### config.mk
export PLATFORM = sky130hd
export DESIGN_NAME = embsync_decoder
export DESIGN_NICKNAME = d
export VERILOG_FILES = /design/src/rtl/esd_pkg.sv /design/src/rtl/esd_code_detect.sv /design/src/rtl/esd_window.sv /design/src/rtl/esd_pix_out.sv /design/src/rtl/embsync_decoder.sv
export SDC_FILE = /design/constraint.sdc
export NUM_CORES = 1
export LEC_CHECK = 0
export BUFFER_PORTS_ARGS = -buffer_cell sky130_fd_sc_hd__clkbuf_2
export CAP_MARGIN = 20
export CORE_MARGIN = 8
export CORE_UTILIZATION = 25
export DETAILED_ROUTE_END_ITERATION = 16
export HOLD_SLACK_MARGIN = 0.1
export PLACE_DENSITY = 0.45
export SLEW_MARGIN = 25
export SYNTH_ARGS = -nofsm -noshare
export SYNTH_HDL_FRONTEND = slang
export SYNTH_HIERARCHICAL = 1
export SYNTH_SLANG_ARGS = --single-unit
### constraint.sdc
create_clock -name clk -period 7.5 [get_ports clk]
set_input_delay 1.5 -clock clk [delete_from_list [all_inputs] [get_ports clk]]
set_output_delay 1.5 -clock clk [all_outputs]
set_load 0.01 [all_outputs]
### src/rtl/esd_pkg.sv
package esd_pkg;
  localparam int unsigned BYTE_W  = 8;
  localparam int unsigned PRE_N   = 3;
  localparam logic [7:0]  CODE_SOA = 8'h80;
  localparam logic [7:0]  CODE_EOA = 8'h9D;

  typedef enum logic [1:0] {
    COMP_Y0 = 2'd0,
    COMP_CB = 2'd1,
    COMP_Y1 = 2'd2,
    COMP_CR = 2'd3
  } comp_e;
endpackage

### src/rtl/esd_code_detect.sv
// Byte history and delimiter recognition.
module esd_code_detect #(
  parameter int unsigned DW       = 8,
  parameter int unsigned PRE_LEN  = 3,
  parameter logic [DW*PRE_LEN-1:0] PRE_BYTES = {8'hFF, 8'h00, 8'h00},
  parameter logic [DW-1:0] SOA_CODE = 8'h80,
  parameter logic [DW-1:0] EOA_CODE = 8'h9D
) (
  input  logic          clk,
  input  logic          rst_n,
  input  logic [DW-1:0] din,
  output logic          hit_soa,
  output logic          hit_eoa,
  output logic [DW-1:0] old_byte
);
  localparam int unsigned LAST = PRE_LEN - 1;

  logic [DW-1:0] hist_q [PRE_LEN];
  logic [DW-1:0] hist_d [PRE_LEN];
  logic [PRE_LEN-1:0] slot_ok;
  logic pre_ok;

  // entry 0 holds the newest byte; entry LAST the oldest
  always_comb begin
    hist_d[0] = din;
    for (int i = 1; i < PRE_LEN; i++) begin
      hist_d[i] = hist_q[i-1];
    end
  end

  always_ff @(posedge clk or negedge rst_n) begin
    if (!rst_n) begin
      for (int i = 0; i < PRE_LEN; i++) hist_q[i] <= '0;
    end else begin
      for (int i = 0; i < PRE_LEN; i++) hist_q[i] <= hist_d[i];
    end
  end

  generate
    for (genvar g = 0; g < PRE_LEN; g++) begin : g_cmp
      assign slot_ok[g] = (hist_q[g] == PRE_BYTES[g*DW +: DW]);
    end
  endgenerate

  assign pre_ok   = &slot_ok;
  assign hit_soa  = pre_ok && (din == SOA_CODE);
  assign hit_eoa  = pre_ok && (din == EOA_CODE);
  assign old_byte = hist_q[LAST];
endmodule

### src/rtl/esd_window.sv
// Active-window state, per-byte pixel tags and blanking-line classification.
module esd_window #(
  parameter int unsigned PRE_LEN = 3
) (
  input  logic clk,
  input  logic rst_n,
  input  logic hit_soa,
  input  logic hit_eoa,
  output logic emit,
  output logic blank_line
);
  localparam int unsigned CNT_MAX = PRE_LEN + 1;
  localparam int unsigned CNTW    = $clog2(CNT_MAX + 1);
  localparam logic [CNTW-1:0] CNT_SAT = CNTW'(CNT_MAX);
  localparam logic [CNTW-1:0] CNT_PRE = CNTW'(PRE_LEN);

  logic hit;
  logic active_q, active_d;
  logic [PRE_LEN-1:0] tag_q, tag_d;
  logic [CNTW-1:0] cnt_q, cnt_d;
  logic cnt_en;

  assign hit = hit_soa | hit_eoa;

  always_comb begin
    active_d = active_q;
    if (hit_soa)      active_d = 1'b1;
    else if (hit_eoa) active_d = 1'b0;
  end

  // a delimiter cancels the preamble bytes still in the history
  always_comb begin
    tag_d[0] = active_q & ~hit;
    for (int i = 1; i < PRE_LEN; i++) begin
      tag_d[i] = tag_q[i-1] & ~hit;
    end
  end

  assign cnt_en = hit | (active_q && (cnt_q != CNT_SAT));

  always_comb begin
    cnt_d = cnt_q;
    if (hit)         cnt_d = '0;
    else if (cnt_en) cnt_d = cnt_q + 1'b1;
  end

  always_ff @(posedge clk or negedge rst_n) begin
    if (!rst_n) begin
      active_q <= 1'b0;
      tag_q    <= '0;
      cnt_q    <= '0;
    end else begin
      active_q <= active_d;
      tag_q    <= tag_d;
      if (cnt_en) cnt_q <= cnt_d;
    end
  end

  assign emit       = tag_q[PRE_LEN-1] & ~hit;
  assign blank_line = hit_eoa && (cnt_q <= CNT_PRE);
endmodule

### src/rtl/esd_pix_out.sv
// Component phase, line/frame marking and output registers.
module esd_pix_out
  import esd_pkg::*;
#(
  parameter int unsigned DW = 8
) (
  input  logic          clk,
  input  logic          rst_n,
  input  logic          emit,
  input  logic [DW-1:0] old_byte,
  input  logic          hit_soa,
  input  logic          hit_eoa,
  input  logic          blank_line,
  output logic          pix_vld,
  output logic [DW-1:0] pix_byte,
  output logic [1:0]    pix_comp,
  output logic          pix_sol,
  output logic          pix_sof,
  output logic          ev_sav,
  output logic          ev_eav,
  output logic          ev_vblank
);
  logic [1:0] phase_q, phase_d;
  logic first_q, first_d;
  logic arm_q, arm_d;
  comp_e comp_q;
  logic [DW-1:0] byte_q;
  logic vld_q, sol_q, sof_q, esav_q, eeav_q, eblk_q;

  always_comb begin
    phase_d = phase_q;
    first_d = first_q;
    arm_d   = arm_q;
    if (hit_soa) begin
      phase_d = '0;
      first_d = 1'b1;
    end else if (emit) begin
      phase_d = phase_q + 1'b1;
      first_d = 1'b0;
    end
    if (blank_line)          arm_d = 1'b1;
    else if (emit & first_q) arm_d = 1'b0;
  end

  always_ff @(posedge clk or negedge rst_n) begin
    if (!rst_n) begin
      phase_q <= '0;
      first_q <= 1'b0;
      arm_q   <= 1'b0;
      vld_q   <= 1'b0;
      byte_q  <= '0;
      comp_q  <= COMP_Y0;
      sol_q   <= 1'b0;
      sof_q   <= 1'b0;
      esav_q  <= 1'b0;
      eeav_q  <= 1'b0;
      eblk_q  <= 1'b0;
    end else begin
      phase_q <= phase_d;
      first_q <= first_d;
      arm_q   <= arm_d;
      vld_q   <= emit;
      if (emit) begin
        byte_q <= old_byte;
        comp_q <= comp_e'(phase_q);
      end
      sol_q  <= emit & first_q;
      sof_q  <= emit & first_q & arm_q;
      esav_q <= hit_soa;
      eeav_q <= hit_eoa;
      eblk_q <= blank_line;
    end
  end

  assign pix_vld   = vld_q;
  assign pix_byte  = byte_q;
  assign pix_comp  = comp_q;
  assign pix_sol   = sol_q;
  assign pix_sof   = sof_q;
  assign ev_sav    = esav_q;
  assign ev_eav    = eeav_q;
  assign ev_vblank = eblk_q;
endmodule

### src/rtl/embsync_decoder.sv
module embsync_decoder #(
  parameter int unsigned DW      = 8,
  parameter int unsigned PRE_LEN = 3,
  parameter logic [DW*PRE_LEN-1:0] PRE_BYTES = {8'hFF, 8'h00, 8'h00},
  parameter logic [DW-1:0] SOA_CODE = esd_pkg::CODE_SOA,
  parameter logic [DW-1:0] EOA_CODE = esd_pkg::CODE_EOA
) (
  input  logic          clk,
  input  logic          rst_n,
  input  logic [DW-1:0] vid_byte,
  output logic          pix_vld,
  output logic [DW-1:0] pix_byte,
  output logic [1:0]    pix_comp,
  output logic          pix_sol,
  output logic          pix_sof,
  output logic          ev_sav,
  output logic          ev_eav,
  output logic          ev_vblank
);
  logic hit_soa, hit_eoa, emit, blank_line;
  logic [DW-1:0] old_byte;

  esd_code_detect #(
    .DW(DW), .PRE_LEN(PRE_LEN), .PRE_BYTES(PRE_BYTES),
    .SOA_CODE(SOA_CODE), .EOA_CODE(EOA_CODE)
  ) u_detect (
    .clk(clk), .rst_n(rst_n), .din(vid_byte),
    .hit_soa(hit_soa), .hit_eoa(hit_eoa), .old_byte(old_byte)
  );

  esd_window #(.PRE_LEN(PRE_LEN)) u_window (
    .clk(clk), .rst_n(rst_n), .hit_soa(hit_soa), .hit_eoa(hit_eoa),
    .emit(emit), .blank_line(blank_line)
  );

  esd_pix_out #(.DW(DW)) u_out (
    .clk(clk), .rst_n(rst_n), .emit(emit), .old_byte(old_byte),
    .hit_soa(hit_soa), .hit_eoa(hit_eoa), .blank_line(blank_line),
    .pix_vld(pix_vld), .pix_byte(pix_byte), .pix_comp(pix_comp),
    .pix_sol(pix_sol), .pix_sof(pix_sof),
    .ev_sav(ev_sav), .ev_eav(ev_eav), .ev_vblank(ev_vblank)
  );
endmodule

==> results.tsv, run 1 <==
stage	metric	value	unit
finish	n_antenna_cell	0	
routing	wl_per_cell	12.7	microns
logic_synthesis	async_flop_share	1.00	
worst_setup_path	timing.critical_path.slowest_cell_delay	690	ps
clocking	cts_hold_repair.buffers	0	
worst_setup_path	critPathRequiredTime	7690	ps
logic_synthesis	ys_ff_latch	51	
worst_setup_path	crit_path_end	u_out/pix_byte[3]$_DFFE_PN0P_	
routing	via_count	961	
timing	worst_slew_pin_slew	807	ps
worst_setup_path	r2r-start	u_detect/hist_d[9]$_DFF_PN0_	
timing	grt_setup_unrepaired	no	
routing	drt-pass1-iter-count	4	
hold_path	hold_path.startpoint	u_detect/hist_d[7]$_DFF_PN0_	
global_route	antenna_violations_before_repair	0	
global_route	grt_overflow	0	
floorplan	core.rowCount	31	
routing	vias_per_cell	3.92	
power	switching_share	0.183	
flow_run	cap_viol_max_count	0	
logic_synthesis	synth_cell_types	30	
worst_setup_path	crit_path_max_fanout	17	
floorplan	floorplan.core_area	7100	sq um
clocking	cts_resized	0	
global_route	grt_start_max_net_pins	52	
routing	detail_route.wirelength	3110	microns
timing	final-setup-viol-count	0	
clocking	cts_buffer_depth	2	
worst_setup_path	worstPathCellList	clkbuf_2 > or4_4 > nor4_1 > nor2_1 > and2_1 > mux2_4	
floorplan	design.portCount	26	
timing	setup_tns	0	ps
logic_synthesis	synthesis.yosys.warnings	6	
finish	area.growth.synth_to_final	20.5	%
clocking	clock_tree.htree_level_count	2	
timing	timing.final.hold_violations	0	
routing	detail-route-antenna-nets	0	
worst_setup_path	worst-r2r-cell-count	6	
logic_synthesis	mappedNetlistArea	1780	sq um
timing	max_freq	0.270	GHz
logic_synthesis	dominantRegCellSynth	sky130_fd_sc_hd__dfrtp_1	
worst_setup_path	critical_path.startpoint_type	input port	
clocking	count_of_buffers_added_by_post_cts_timing_repair_for_setup	0	
timing	finalCritPeriodShare	0.493	
power	switching_power	0.0000934	W
finish	nNetsFinal	158	
routing	dr.first_iter.drc_count	33	
timing	drv_slew	0	
global_route	grt_pass1_wl	5260	microns
clocking	cts.sinks	51	
clocking	numCtsBuffers	5	
finish	layout-drive-gt1-share	0.336	
worst_setup_path	crit_type	in2reg	
global_route	gr-usage-all-layers	0.0685	
floorplan	fp.dieArea	10100	sq um
timing	worst_hold_slack	383	ps
power	clock_power_share	0.422	
logic_synthesis	netlist_instances	113	
power	seqPwrFrac	0.557	
timing	clock_skew	5.32	ps
finish	multiInputGateArea	454	sq um
worst_setup_path	worst_setup_path_startpoint	vid_byte[1]	
worst_setup_path	timing.reg2reg.setup_slack	4670	ps
place	dp_hpwl	2260	microns
power	power.leakage	1.06	nW
timing	min_period	3700	ps
floorplan	floorplan.initialDensity	0.251	
power	vdd.ir_drop.worst	74.0	uV
hold_path	hold_path.class	reg2reg	
logic_synthesis	avgSynthCellArea	15.8	sq um
power	power_density	238	nW/um^2
worst_setup_path	worst-endpoint-arrival	3890	ps
power	finalPower	0.000511	W
global_route	grt_pass1_vias	1062	
routing	drcViolationCount	0	
worst_setup_path	critPathCaptureType	flop	
clocking	root_buffer	sky130_fd_sc_hd__clkbuf_8	
logic_synthesis	ys_seq_area_frac	0.715	
logic_synthesis	synth_enable_flop_cells	0	
clocking	clk_pin_slew	90	ps
power	p_int	0.000418	W
finish	seq_area	1280	sq um
power	power_frac_comb	0.020	
clocking	tritoncts	done	
floorplan	die_y	100	microns
clocking	clkLatencyLatePin	290	ps
run_status	status	completed	
worst_setup_path	reg2reg_to	u_out/pix_byte[3]$_DFFE_PN0P_	
place	portBuffers	25	
finish	final.fill_count	711	
floorplan	die-width	100	microns
worst_setup_path	cpMaxStageDelayCell	sky130_fd_sc_hd__nor4_1	
timing	timing.max_slew.rel_slack	0.457	
place	place.gp.congestion	0.807	
logic_synthesis	synth.net_count	126	
## per-layer routing
metal / global-route usage / vias up / wire length, microns
li1: - / 449 / -
met1: 0.0832 / 486 / 1470
met2: 0.103 / 21 / 1400
met3: 0.0262 / 5 / 180
met4: 0.0360 / 0 / 68
met5: 0 / - / 0
## worst min-delay path by stage
stage	cells past startpoint	slack [ps]	to
global route	0	400	u_detect/old_byte[5]$_DFF_PN0_
global placement	0	360	u_detect/old_byte[6]$_DFF_PN0_
CTS	0	380	u_detect/old_byte[7]$_DFF_PN0_
detailed placement	0	360	u_detect/old_byte[7]$_DFF_PN0_
finish	0	380	u_detect/old_byte[7]$_DFF_PN0_
floorplan	0	350	u_detect/hist_d[2]$_DFF_PN0_
## registers in the layout, summed over array words and instances, names as in the netlist
register and cells:
u_detect/hist_d 16, u_detect/old_byte 8, u_out/pix_byte 8, u_window/cnt_q 3
u_window/tag_q 3, u_out/phase_q 2, u_out/pix_comp 2, u_out/arm_q 1
u_out/ev_eav 1, u_out/ev_sav 1, u_out/ev_vblank 1, u_out/first_q 1
u_out/pix_sof 1, u_out/pix_sol 1, u_out/pix_vld 1, u_window/active_q 1
## cells by family after synthesis
group                      count (synthesis)  share of synthesized area
AOI/OAI and AO/OA                          9                     0.0421
xor gates and xnor gates                   2                    0.00982
adders and majority gates                  3                     0.0210
buffers and inverters                      8                     0.0302
DFF                                       51                      0.715
muxes                                     10                     0.0715
and+or+nand+nor                           30                      0.110
## metrics by stage
| step | setup slack [ps] | area [sq um] | utilization | cells |
|---|---|---|---|---|
| floorplan | 3580 | 1780 | - | 113 |
| global placement | 3520 | 2020 | 0.284 | 237 |
| detailed placement | 3440 | 2020 | 0.284 | 237 |
| CTS | 3770 | 2150 | 0.303 | 245 |
| global route | 3610 | 2150 | 0.303 | 245 |
| finish | 3800 | 2150 | 0.303 | 245 |
## layout by cell type (no fill, tap or decap), drive strengths merged
master / n
clkbuf: 31
nand3: 1
nor2b: 1
nand2: 3
nor4b: 3
nor2: 4
nor3: 2
and2: 4
or4: 2
nor4: 3
a21o: 3
a21bo: 1
and4b: 2
a21boi: 1
inv: 6
ha: 3
dfrtp: 51
or2b: 1
buf: 2
mux2: 10
nand3b: 1
bufinv: 2
o21ai: 1
nand4: 2
and3: 1
xnor2: 2
a21oi: 3
## synthesized netlist by cell type, types with 2 or more instances
cell type                 instances  area share
sky130_fd_sc_hd__nor2_1           4      0.0084
sky130_fd_sc_hd__a21oi_1          2      0.0056
sky130_fd_sc_hd__xnor2_1          2      0.0098
sky130_fd_sc_hd__ha_1             3       0.021
sky130_fd_sc_hd__and4b_1          2       0.011
sky130_fd_sc_hd__a21o_1           3       0.013
sky130_fd_sc_hd__nand4_1          2      0.0070
sky130_fd_sc_hd__nor4_1           3       0.011
sky130_fd_sc_hd__inv_1            6       0.013
sky130_fd_sc_hd__nor4b_1          3       0.015
sky130_fd_sc_hd__and2_1           4       0.014
sky130_fd_sc_hd__mux2_2           6       0.038
sky130_fd_sc_hd__mux2_4           4       0.034
sky130_fd_sc_hd__nand2_1          3      0.0063
sky130_fd_sc_hd__dfrtp_1         51        0.72
## power by group through the flow
stage	logic (W)	clock network (W)	registers [W]
global route	0.0000120	0.000237	0.000286
global placement	0.0000103	0	0.000290
detailed placement	0.0000108	0	0.000290
finish	0.0000103	0.000216	0.000285
CTS	0.0000108	0.000223	0.000285
floorplan	0.00000139	0	0.000289
## area by class of cell
cell class	instances	share of cell area
timing repair buffer	27	0.0652
tap	99	0.0576
clock inverter	2	0.0279
clock buffer	6	0.0338
sequential	51	0.594
multi-input combinational	54	0.211
inverter	6	0.0105
## critical path: cells and delay by family
family,cells,cell delay (ps)
buf+inv,1,100
mux,1,400
simple gates,4,1890
Power figures use the tool's default switching activity.
==> inputs of run 2 (changes only) <==
- ABC_AREA: not set -> 1
- clock period: 7.5 -> 3.55 ns (I/O delays scaled with it)
==> results.tsv, run 2 <==
stage	metric	value	unit	change
routing	detail_route.wirelength	3160	microns	+1.6%
timing	min_period	2320	ps	
logic_synthesis	synth_top_area_share	0.701		-0.0147
clocking	clock_tree.htree_level_count	2		unchanged
finish	mostFrequentLayoutCell	sky130_fd_sc_hd__dfrtp_1		
finish	n_antenna_cell	0		unchanged
clocking	cts.sinks	51		unchanged
hold_path	hold_path.class	reg2reg		
worst_setup_path	worst-endpoint-arrival	2520	ps	-1370 ps
worst_setup_path	critPathCaptureType	flop		
logic_synthesis	avgSynthCellArea	10.7	sq um	-33%
logic_synthesis	synth.net_count	184		+46%
logic_synthesis	netlist_instances	171		+51%
flow_run	cap_viol_max_count	0		unchanged
floorplan	die_y	101	microns	+0.88%
routing	drcViolationCount	0		unchanged
global_route	grt_start_max_net_pins	27		-48%
worst_setup_path	critPathRequiredTime	3750	ps	-3940 ps
logic_synthesis	synth_enable_flop_cells	0		unchanged
worst_setup_path	crit_type	reg2reg		
global_route	grt_pass1_wl	5750	microns	+9.3%
finish	most_frequent_cells_in_the_layout	sky130_fd_sc_hd__dfrtp_1, sky130_fd_sc_hd__nand2_1, sky130_fd_sc_hd__clkbuf_2, sky130_fd_sc_hd__nor2_1, sky130_fd_sc_hd__inv_1		
worst_setup_path	timing.reg2reg.setup_slack	1230	ps	-3440 ps
place	portBuffers	25		unchanged
global_route	gr-usage-all-layers	0.0725		+0.00391
clocking	cts_resized	0		unchanged
floorplan	floorplan.core_area	7140	sq um	+0.55%
clocking	count_of_buffers_added_by_post_cts_timing_repair_for_setup	0		unchanged
hold_path	hold_path.startpoint	u_detect/hist_d[11]$_DFF_PN0_		
run_status	status	completed		
floorplan	die-width	101	microns	+0.88%
clocking	tritoncts	done		
routing	wl_per_cell	10.4	microns	-18%
clocking	cts_hold_repair.buffers	0		unchanged
global_route	grt_pass1_vias	1230		+16%
worst_setup_path	r2r-start	u_detect/old_byte[6]$_DFF_PN0_		
timing	finalCritPeriodShare	0.653		
timing	final-setup-viol-count	0		unchanged
clocking	clkLatencyLatePin	310	ps	+20 ps
global_route	grt_overflow	0		unchanged
logic_synthesis	synthesis.yosys.warnings	6		unchanged
global_route	antenna_violations_before_repair	0		unchanged
worst_setup_path	crit_path_max_fanout	16		-1
logic_synthesis	dominantRegCellSynth	sky130_fd_sc_hd__dfrtp_1		
routing	detail-route-antenna-nets	0		unchanged
timing	clock_skew	10.6	ps	+5.27 ps
timing	setup_tns	0	ps	unchanged
timing	timing.final.hold_violations	0		unchanged
logic_synthesis	synth_top_cell_by_area	sky130_fd_sc_hd__dfrtp_1		
clocking	cts_buffer_depth	2		unchanged
timing	worst_slew_pin_slew	932	ps	+125 ps
routing	vias_per_cell	3.70		-5.7%
routing	via_count	1121		+17%
timing	max_freq	0.431	GHz	
floorplan	fp.dieArea	10300	sq um	+1.8%
timing	grt_setup_unrepaired	no		
logic_synthesis	synth.area.top_cells	sky130_fd_sc_hd__dfrtp_1, sky130_fd_sc_hd__nand2_1, sky130_fd_sc_hd__nor2_1		
logic_synthesis	synthMostInstantiatedCell	sky130_fd_sc_hd__dfrtp_1		
timing	timing.max_slew.rel_slack	0.377		-0.0806
routing	drt-pass1-iter-count	4		unchanged
worst_setup_path	reg2reg_to	u_out/pix_byte[0]$_DFFE_PN0P_		
place	dp_hpwl	2410	microns	+6.7%
timing	drv_slew	0		unchanged
clocking	clk_pin_slew	100	ps	about the same
power	power_density	551	nW/um^2	+130%
floorplan	design.portCount	26		unchanged
logic_synthesis	synth.cells.most_frequent	sky130_fd_sc_hd__dfrtp_1, sky130_fd_sc_hd__nand2_1, sky130_fd_sc_hd__nor2_1		
clocking	numCtsBuffers	5		unchanged
hold_path	endpoint_with_the_worst_hold_slack	u_detect/hist_d[3]$_DFF_PN0_		
floorplan	core.rowCount	31		unchanged
logic_synthesis	synth_cell_types	15		-50%
logic_synthesis	mappedNetlistArea	1820	sq um	+2.1%
worst_setup_path	worst_setup_path_startpoint	u_detect/old_byte[6]$_DFF_PN0_		
routing	dr.first_iter.drc_count	42		+27%
power	vdd.ir_drop.worst	203	uV	+170%
worst_setup_path	worst-r2r-cell-count	12		+6
finish	nNetsFinal	216		+37%
finish	area.growth.synth_to_final	18.6	%	
finish	layout-drive-gt1-share	0.211		-0.125
floorplan	floorplan.initialDensity	0.255		+0.00389
clocking	root_buffer	sky130_fd_sc_hd__clkbuf_8		
place	place.gp.congestion	0.773		-4.2%
logic_synthesis	ys_ff_latch	51		unchanged
hold_path	hold-path-cell-count	0		unchanged
finish	largest_reg_flops	16		unchanged
logic_synthesis	async_flop_share	1.00		unchanged
worst_setup_path	critical_path.startpoint_type	flop		
power	power.leakage	1.13	nW	+7.2%
logic_synthesis	ys_seq_area_frac	0.701		-0.0147
timing	worst_hold_slack	384	ps	+0.542 ps
[run 2: logic make-up after synthesis]
family / Yosys count / synth area share
and+or+nand+nor: 91 / 0.212
DFF: 51 / 0.701
buffers and inverters: 22 / 0.0536
AOI/OAI and AO/OA: 4 / 0.0137
adders and majority gates: 3 / 0.0206
[run 2: final cells by class]
type | instances | area [sq um]
Clock inverter | 3 | 28.8
Multi-Input combinational cell | 98 | 448
Clock buffer | 5 | 68.8
Inverter | 20 | 75.1
Tap cell | 99 | 124
Sequential cell | 51 | 1280
Fill cell | 771 | 4980
Timing Repair Buffer | 27 | 140
[run 2: worst max-delay path by stage]
stage	to	slack, ps	depth (start not counted)
final	u_out/pix_byte[0]$_DFFE_PN0P_	1230	12
after floorplan	u_out/pix_comp[0]$_DFFE_PN0P_	1650	10
after CTS	u_out/pix_byte[0]$_DFFE_PN0P_	1170	12
after global routing	u_out/first_q$_DFFE_PN0P_	880	12
after detailed placement	u_out/pix_byte[0]$_DFFE_PN0P_	890	10
after global placement	u_out/pix_byte[0]$_DFFE_PN0P_	900	10
[run 2: stage by stage]
stage | utilization | setup slack [ps] | cell area, sq um | total power, W | instances
final | 0.303 | 1230 | 2160 | 0.00119 | 303
after global routing | 0.303 | 878 | 2160 | 0.00128 | 303
after CTS | 0.303 | 1170 | 2160 | 0.00121 | 303
after detailed placement | 0.289 | 888 | 2060 | 0.000852 | 295
after global placement | 0.289 | 897 | 2060 | 0.000848 | 295
after floorplan | - | 1650 | 1820 | 0.000787 | 171
[run 2: worst max-delay path, cell delays in order, from the launching register on]
cell and delay [ps]:
sky130_fd_sc_hd__dfrtp_1 390, sky130_fd_sc_hd__nand2_1 60, sky130_fd_sc_hd__inv_1 30, sky130_fd_sc_hd__nand2_1 80
sky130_fd_sc_hd__nor2_1 50, sky130_fd_sc_hd__nand3_1 100, sky130_fd_sc_hd__nor2_1 110, sky130_fd_sc_hd__nor2_4 190
sky130_fd_sc_hd__inv_2 70, sky130_fd_sc_hd__nor2_1 710, sky130_fd_sc_hd__inv_2 240, sky130_fd_sc_hd__nand2_1 130
sky130_fd_sc_hd__nand2_1 50
[run 2: report_power, final]
part / internal [W] / switching [W]
sequential: 0.000634 / 0.0000383
clock: 0.000149 / 0.000205
combinational: 0.0000686 / 0.0000953
[run 2: layer usage]
metal  wire, microns  GRT usage
met5               0          0
met4              45     0.0241
met2            1370      0.108
met1            1570     0.0938
met3             174     0.0282
